File: config.mk
export PLATFORM = sky130hd
export DESIGN_NAME = msi_cap_regs
export DESIGN_NICKNAME = d
export VERILOG_FILES = /design/src/rtl/msi_cap_pkg.sv /design/src/rtl/msi_masked_reg.sv /design/src/rtl/msi_ctrl_reg.sv /design/src/rtl/msi_rd_mux.sv /design/src/rtl/msi_cap_regs.sv
export SDC_FILE = /design/constraint.sdc
export NUM_CORES = 1
export LEC_CHECK = 0
export BUFFER_PORTS_ARGS = -buffer_cell sky130_fd_sc_hd__buf_4
export CORE_AREA = 2 2 108 110
export DETAILED_ROUTE_END_ITERATION = 10
export DIE_AREA = 0 0 110 112
export PLACE_DENSITY = 0.8
export SYNTH_ARGS = -nofsm -noshare
export SYNTH_HDL_FRONTEND = slang
export SYNTH_SLANG_ARGS = --single-unit
File: constraint.sdc
create_clock -name clk -period 2.1 [get_ports clk]
set_clock_uncertainty 0.1 [all_clocks]
set_input_delay 0.42 -clock clk [delete_from_list [all_inputs] [get_ports clk]]
set_output_delay 0.42 -clock clk [all_outputs]
set_load 0.02 [all_outputs]
File: src/rtl/msi_cap_pkg.sv
package msi_cap_pkg;

    localparam logic [7:0] MSI_CAP_ID = 8'h05;

    // log2 of a power-of-two vector count
    function automatic int unsigned msi_log2(input int unsigned n);
        int unsigned r;
        r = 0;
        for (int unsigned i = 0; i < 6; i++) begin
            if ((32'd1 << i) == n) r = i;
        end
        return r;
    endfunction

    // Mask covering vector bits n-1..0
    function automatic logic [31:0] msi_vec_mask(input int unsigned n);
        logic [31:0] m;
        m = '0;
        for (int unsigned i = 0; i < 32; i++) begin
            if (i < n) m[i] = 1'b1;
        end
        return m;
    endfunction

endpackage

File: src/rtl/msi_masked_reg.sv
module msi_masked_reg #(
    parameter int unsigned       WIDTH = 32,
    parameter logic [WIDTH-1:0]  WMASK = '1
) (
    input  logic                 clk,
    input  logic                 rst_n,
    input  logic                 wr_en,
    input  logic [WIDTH/8-1:0]   be,
    input  logic [WIDTH-1:0]     wdata,
    output logic [WIDTH-1:0]     q
);
    localparam int unsigned NBYTES = WIDTH / 8;

    always_ff @(posedge clk) begin
        if (!rst_n) begin
            q <= '0;
        end else if (wr_en) begin
            for (int unsigned b = 0; b < NBYTES; b++) begin
                if (be[b]) q[b*8 +: 8] <= wdata[b*8 +: 8] & WMASK[b*8 +: 8];
            end
        end
    end
endmodule

File: src/rtl/msi_ctrl_reg.sv
module msi_ctrl_reg #(
    parameter logic [2:0] MMC = 3'd0
) (
    input  logic       clk,
    input  logic       rst_n,
    input  logic       wr_en,
    input  logic       en_in,
    input  logic [2:0] mme_in,
    output logic       en_q,
    output logic [2:0] mme_q
);
    logic [2:0] mme_clamped;

    always_comb begin
        mme_clamped = (mme_in > MMC) ? MMC : mme_in;
    end

    always_ff @(posedge clk) begin
        if (!rst_n) begin
            en_q  <= 1'b0;
            mme_q <= 3'd0;
        end else if (wr_en) begin
            en_q  <= en_in;
            mme_q <= mme_clamped;
        end
    end
endmodule

File: src/rtl/msi_rd_mux.sv
module msi_rd_mux #(
    parameter bit         ADDR64   = 1'b1,
    parameter bit         PVM      = 1'b1,
    parameter logic [7:0] NEXT_PTR = 8'h00,
    parameter logic [2:0] DW_DATA  = 3'd3
) (
    input  logic [2:0]  dw,
    input  logic [15:0] ctl,
    input  logic [63:0] addr,
    input  logic [15:0] data,
    input  logic [31:0] mask,
    input  logic [31:0] pend,
    output logic [31:0] word
);
    import msi_cap_pkg::*;
    localparam logic [2:0] DW_MASK = DW_DATA + 3'd1;
    localparam logic [2:0] DW_PEND = DW_DATA + 3'd2;

    always_comb begin
        word = '0;
        if (dw == 3'd0)                        word = {ctl, NEXT_PTR, MSI_CAP_ID};
        else if (dw == 3'd1)                   word = addr[31:0];
        else if (ADDR64 && dw == 3'd2)         word = addr[63:32];
        else if (dw == DW_DATA)                word = {16'h0000, data};
        else if (PVM && dw == DW_MASK)         word = mask;
        else if (PVM && dw == DW_PEND)         word = pend;
    end
endmodule

File: src/rtl/msi_cap_regs.sv
module msi_cap_regs #(
    parameter int unsigned NUM_VEC  = 8,
    parameter bit          ADDR64   = 1'b1,
    parameter bit          PVM      = 1'b1,
    parameter logic [7:0]  NEXT_PTR = 8'h00
) (
    input  logic        clk,
    input  logic        rst_n,
    input  logic        cfg_sel,
    input  logic        cfg_we,
    input  logic [2:0]  cfg_dw,
    input  logic [3:0]  cfg_be,
    input  logic [31:0] cfg_wdata,
    output logic        cfg_rvalid,
    output logic [31:0] cfg_rdata,
    input  logic [31:0] msi_pending,
    output logic        msi_en,
    output logic [2:0]  msi_mme,
    output logic [5:0]  msi_vec_cnt,
    output logic [63:0] msi_addr,
    output logic [15:0] msi_data,
    output logic [31:0] msi_mask
);
    import msi_cap_pkg::*;

    localparam logic [2:0]  MMC      = 3'(msi_log2(NUM_VEC));
    localparam logic [2:0]  DW_DATA  = ADDR64 ? 3'd3 : 3'd2;
    localparam logic [2:0]  DW_MASK  = DW_DATA + 3'd1;
    localparam logic [31:0] VEC_MASK = msi_vec_mask(NUM_VEC);

    logic        wr;
    logic [31:0] addr_lo;
    logic [31:0] addr_hi;
    logic [31:0] mask_q;
    logic [15:0] ctl_word;
    logic [31:0] pend_vis;
    logic [31:0] rd_word;

    assign wr = cfg_sel & cfg_we;

    msi_ctrl_reg #(.MMC(MMC)) u_ctrl (
        .clk    (clk),
        .rst_n  (rst_n),
        .wr_en  (wr && cfg_dw == 3'd0 && cfg_be[2]),
        .en_in  (cfg_wdata[16]),
        .mme_in (cfg_wdata[22:20]),
        .en_q   (msi_en),
        .mme_q  (msi_mme)
    );

    msi_masked_reg #(.WIDTH(32), .WMASK(32'hFFFF_FFFC)) u_addr_lo (
        .clk   (clk),
        .rst_n (rst_n),
        .wr_en (wr && cfg_dw == 3'd1),
        .be    (cfg_be),
        .wdata (cfg_wdata),
        .q     (addr_lo)
    );

    generate
        if (ADDR64) begin : g_addr_hi
            msi_masked_reg #(.WIDTH(32), .WMASK(32'hFFFF_FFFF)) u_addr_hi (
                .clk   (clk),
                .rst_n (rst_n),
                .wr_en (wr && cfg_dw == 3'd2),
                .be    (cfg_be),
                .wdata (cfg_wdata),
                .q     (addr_hi)
            );
        end else begin : g_no_addr_hi
            assign addr_hi = '0;
        end
    endgenerate

    msi_masked_reg #(.WIDTH(16), .WMASK(16'hFFFF)) u_data (
        .clk   (clk),
        .rst_n (rst_n),
        .wr_en (wr && cfg_dw == DW_DATA),
        .be    (cfg_be[1:0]),
        .wdata (cfg_wdata[15:0]),
        .q     (msi_data)
    );

    generate
        if (PVM) begin : g_mask
            msi_masked_reg #(.WIDTH(32), .WMASK(VEC_MASK)) u_mask (
                .clk   (clk),
                .rst_n (rst_n),
                .wr_en (wr && cfg_dw == DW_MASK),
                .be    (cfg_be),
                .wdata (cfg_wdata),
                .q     (mask_q)
            );
            assign pend_vis = msi_pending & VEC_MASK;
        end else begin : g_no_mask
            assign mask_q   = '0;
            assign pend_vis = '0;
        end
    endgenerate

    assign ctl_word    = {7'b0, PVM, ADDR64, msi_mme, MMC, msi_en};
    assign msi_addr    = {addr_hi, addr_lo};
    assign msi_mask    = mask_q;
    assign msi_vec_cnt = 6'd1 << msi_mme;

    msi_rd_mux #(
        .ADDR64   (ADDR64),
        .PVM      (PVM),
        .NEXT_PTR (NEXT_PTR),
        .DW_DATA  (DW_DATA)
    ) u_rd_mux (
        .dw   (cfg_dw),
        .ctl  (ctl_word),
        .addr (msi_addr),
        .data (msi_data),
        .mask (mask_q),
        .pend (pend_vis),
        .word (rd_word)
    );

    always_ff @(posedge clk) begin
        if (!rst_n) begin
            cfg_rvalid <= 1'b0;
            cfg_rdata  <= '0;
        end else begin
            cfg_rvalid <= cfg_sel & ~cfg_we;
            if (cfg_sel & ~cfg_we) cfg_rdata <= rd_word;
        end
    end
endmodule

==> impl_metrics.toml <==
[clocking]
cts_made_buffers = 17
root_buffer = "clkbuf_16"
cts_sinks = 123
max-clock-path-buffers = 2
cts-htree-levels = 4
clkLatencyLatePin_ps = 390
cts_resized = 0
cts_tree = "done"
clk_pin_slew_ps = 50
hold_buffers = 0
cts_setup_buffers = 0

[detailed_routing]
wl_per_cell_um = 16.59
drt-total-wl_um = 15840
dr.pass1.iters = 7
first_iter_violations = 393
via_per_inst = 5.483
antenna_left = 0
drc = 0
vias = 5236

[sta]
min_period_ps = 1795
slew_viol_final = 0
setup_viol = 0
worst_pin_slew_ps = 549.1
fmax_ghz = 0.5570
hold_viol = 0
period_share_pct = 85.49
timing.slew.headroom_pct = 63.26
tns_ps = 0
fin_ws_ps = 304.6
rsz0062_at_grt = "no"

[worst_setup_path]
rr_worst_depth = 4
timing.rr.end = "cfg_rdata[4]"
slowest_stage = "dfxtp_1"
cp.arrival_ps = 1280
critPathKind = "flip-flop to output port"
worstPathRequired_ps = 1580
rr_startpoint = "g_addr_hi.u_addr_hi.q[4]"
worst-path-max-fanout = 9
crit_buf_inv = 1
cp-start-kind = "flip-flop"
path_cells = "nor3b_1, buf_4"
endpoint = "msi_vec_cnt[1]"
critPathTopFamily = "flip-flops"
cp-end-kind = "output port"
reg2reg_slack_ps = 870
cpPeakStageDelay_ps = 480
startpoint = "u_ctrl.mme_q[0]"
cp.depth = 2

[logic_synthesis]
syn_avg_cell_area_um2 = 8.496
synth_cell_types = 39
synth_seq_area_share_pct = 46.75
ys_warn_count = 0
synthesis.area_um2 = 5268
synth-seq-cells = 123
synth_cells = 620

[global_routing]
grt_pass1_vias = 5000
globalRouteOverflowTotal = 0
grt_pass1_wl_um = 24530
antenna_found_initial = 0
grt_usage_pct = 25.50
grt_max_degree = 95

[power_and_ir_drop]
p_switching_w = 0.001266
ir_worst_vdd_v = 0.0004950
p_leak_nw = 3.125
p_clk_share_pct = 49.2
power_density_nw_per_um2 = 764.8
power_frac_comb_pct = 8.1
power_w = 0.005572
internal_power_w = 0.004306
p_seq_share_pct = 42.6
p_sw_share_pct = 22.73

[placed_design]
dp_hpwl_um = 11350
place_congestion = 0.8627
dp_slack_ps = 77.82
portBuffers = 179

[hold_path]
hold_path.class = "input pin to flip-flop"

[final_layout]
syn2layout_area_growth_pct = 38.31
fin_nets = 876
antenna_cells = 0
drive_above_1_share_pct = 30.30

[floorplanning]
die-area_um2 = 12320
top_level_ports = 230
start_util_pct = 47.14
num_rows = 39
die_h_um = 112
die_w_um = 110
core_area_um2 = 11170

[run_status]
status = "complete, no violations"

[job]
max_cap_viol_count = 0
==> metal layers <==
metal	track usage, %	share of wire, %	up-vias
li1	-	-	2504
met1	30.96	41	2449
met2	41.72	49	237
met3	5.094	6.3	46
met4	14.01	3.7	0
met5	0	0	-
==> registers in the layout (all words and copies together), names as in the netlist <==
name / count
u_addr_lo.q: 30
g_mask.u_mask.q: 8
cfg_rvalid: 1
u_data.q: 16
u_ctrl.mme_q: 3
u_ctrl.en_q: 1
cfg_rdata: 32
g_addr_hi.u_addr_hi.q: 32
==> worst reg2reg max path, cell delays in order (launching register included) <==
cell,delay [ps]
dfxtp_1,380
nand3b_1,110
a21oi_1,170
a211oi_1,60
o41ai_1,310
==> cell usage in the layout, fill, tap and decap left out, types with 8 or more instances in the layout <==
cell type / instances
a21oi_1: 14
nor2_1: 35
a22o_1: 8
mux2_2: 8
a221oi_1: 8
o21ai_0: 91
buf_4: 206
and2_1: 8
mux2i_1: 31
dfxtp_1: 123
nand2b_1: 8
clkbuf_16: 17
nor2b_1: 9
a22oi_1: 13
o21ai_1: 9
conb_1: 26
nand3_1: 67
nand2_1: 76
==> synthesized netlist by cell type <==
cell / instances / share of area (%)
o21ai_1: 9 / 0.86
nor2b_1: 9 / 1.1
clkbuf_1: 25 / 1.8
nand2b_1: 8 / 0.95
dfxtp_1: 123 / 47
nor3b_1: 3 / 0.43
nand3_1: 67 / 6.4
nor2_1: 35 / 2.5
a22oi_1: 13 / 1.9
a21oi_1: 14 / 1.3
mux2_2: 8 / 1.7
a32o_1: 4 / 0.76
mux2i_1: 31 / 5.9
nor3_1: 3 / 0.28
buf_4: 27 / 3.8
nor2_4: 1 / 0.21
o41ai_1: 1 / 0.17
a211oi_1: 2 / 0.28
nand4_1: 2 / 0.24
nand3b_1: 1 / 0.14
nor2_2: 1 / 0.12
conb_1: 1 / 0.071
o22ai_1: 6 / 0.71
and2_1: 8 / 0.95
buf_2: 12 / 1.1
o21ai_0: 91 / 8.6
and3b_1: 3 / 0.50
buf_1: 6 / 0.43
and3_1: 1 / 0.12
a22o_1: 8 / 1.3
nand2_1: 76 / 5.4
nor4bb_1: 1 / 0.19
inv_1: 6 / 0.43
nand4b_1: 1 / 0.17
a221oi_1: 8 / 1.3
o2111a_1: 1 / 0.21
or4b_1: 1 / 0.19
o221ai_1: 2 / 0.33
nor3_4: 1 / 0.31
==> cell type report <==
class | count | area (um^2)
Inverter | 6 | 22.52
Sequential cell | 123 | 2462
Clock inverter | 9 | 97.59
Tap cell | 143 | 178.9
Clock buffer | 21 | 460.4
Timing Repair Buffer | 207 | 1567
Multi-Input combinational cell | 446 | 2497
Fill cell | 947 | 3889
==> through the flow <==
stage          instance area [um^2]  hold slack [ps]  utilization (%)  std cells
2_1_floorplan                  5361            446.4                -        645
3_3_place_gp                   6728            358.6            60.21        925
3_5_place_dp                   6728            363.7            60.21        925
4_1_cts                        7286            170.2            65.20        955
5_1_grt                        7286            187.0            65.20        955
6_report                       7286            188.9            65.20        955
==> cell families after synthesis <==
group | after synthesis | share of synthesized area (%)
simple gates | 222 | 20.14
compound gates | 159 | 17.81
other cells | 1 | 0.07119
flops | 123 | 46.75
mux | 39 | 7.601
buf+inv | 76 | 7.625
==> power groups by stage <==
stage,Combinational (W),Sequential [W],Clock (W)
2_1_floorplan,0.000264,0.00245,0
6_report,0.000452,0.00238,0.00274
5_1_grt,0.000489,0.00238,0.00288
4_1_cts,0.000448,0.00238,0.00277
3_3_place_gp,0.000438,0.00242,0
3_5_place_dp,0.000446,0.00242,0
==> how the worst min path moves through the flow <==
stage                    endpoint  slack, ps          from  depth (start not counted)
6_report       g_mask.u_mask.q[1]        190  cfg_wdata[1]                          3
5_1_grt               u_data.q[0]        190  cfg_wdata[0]                          3
4_1_cts        g_mask.u_mask.q[1]        170  cfg_wdata[1]                          3
3_5_place_dp         cfg_rdata[4]        360  cfg_rdata[4]                          2
3_3_place_gp         cfg_rdata[4]        360  cfg_rdata[4]                          2
2_1_floorplan        cfg_rdata[4]        450  cfg_rdata[4]                          2
Note: power is estimated with default switching activity, not from simulation.
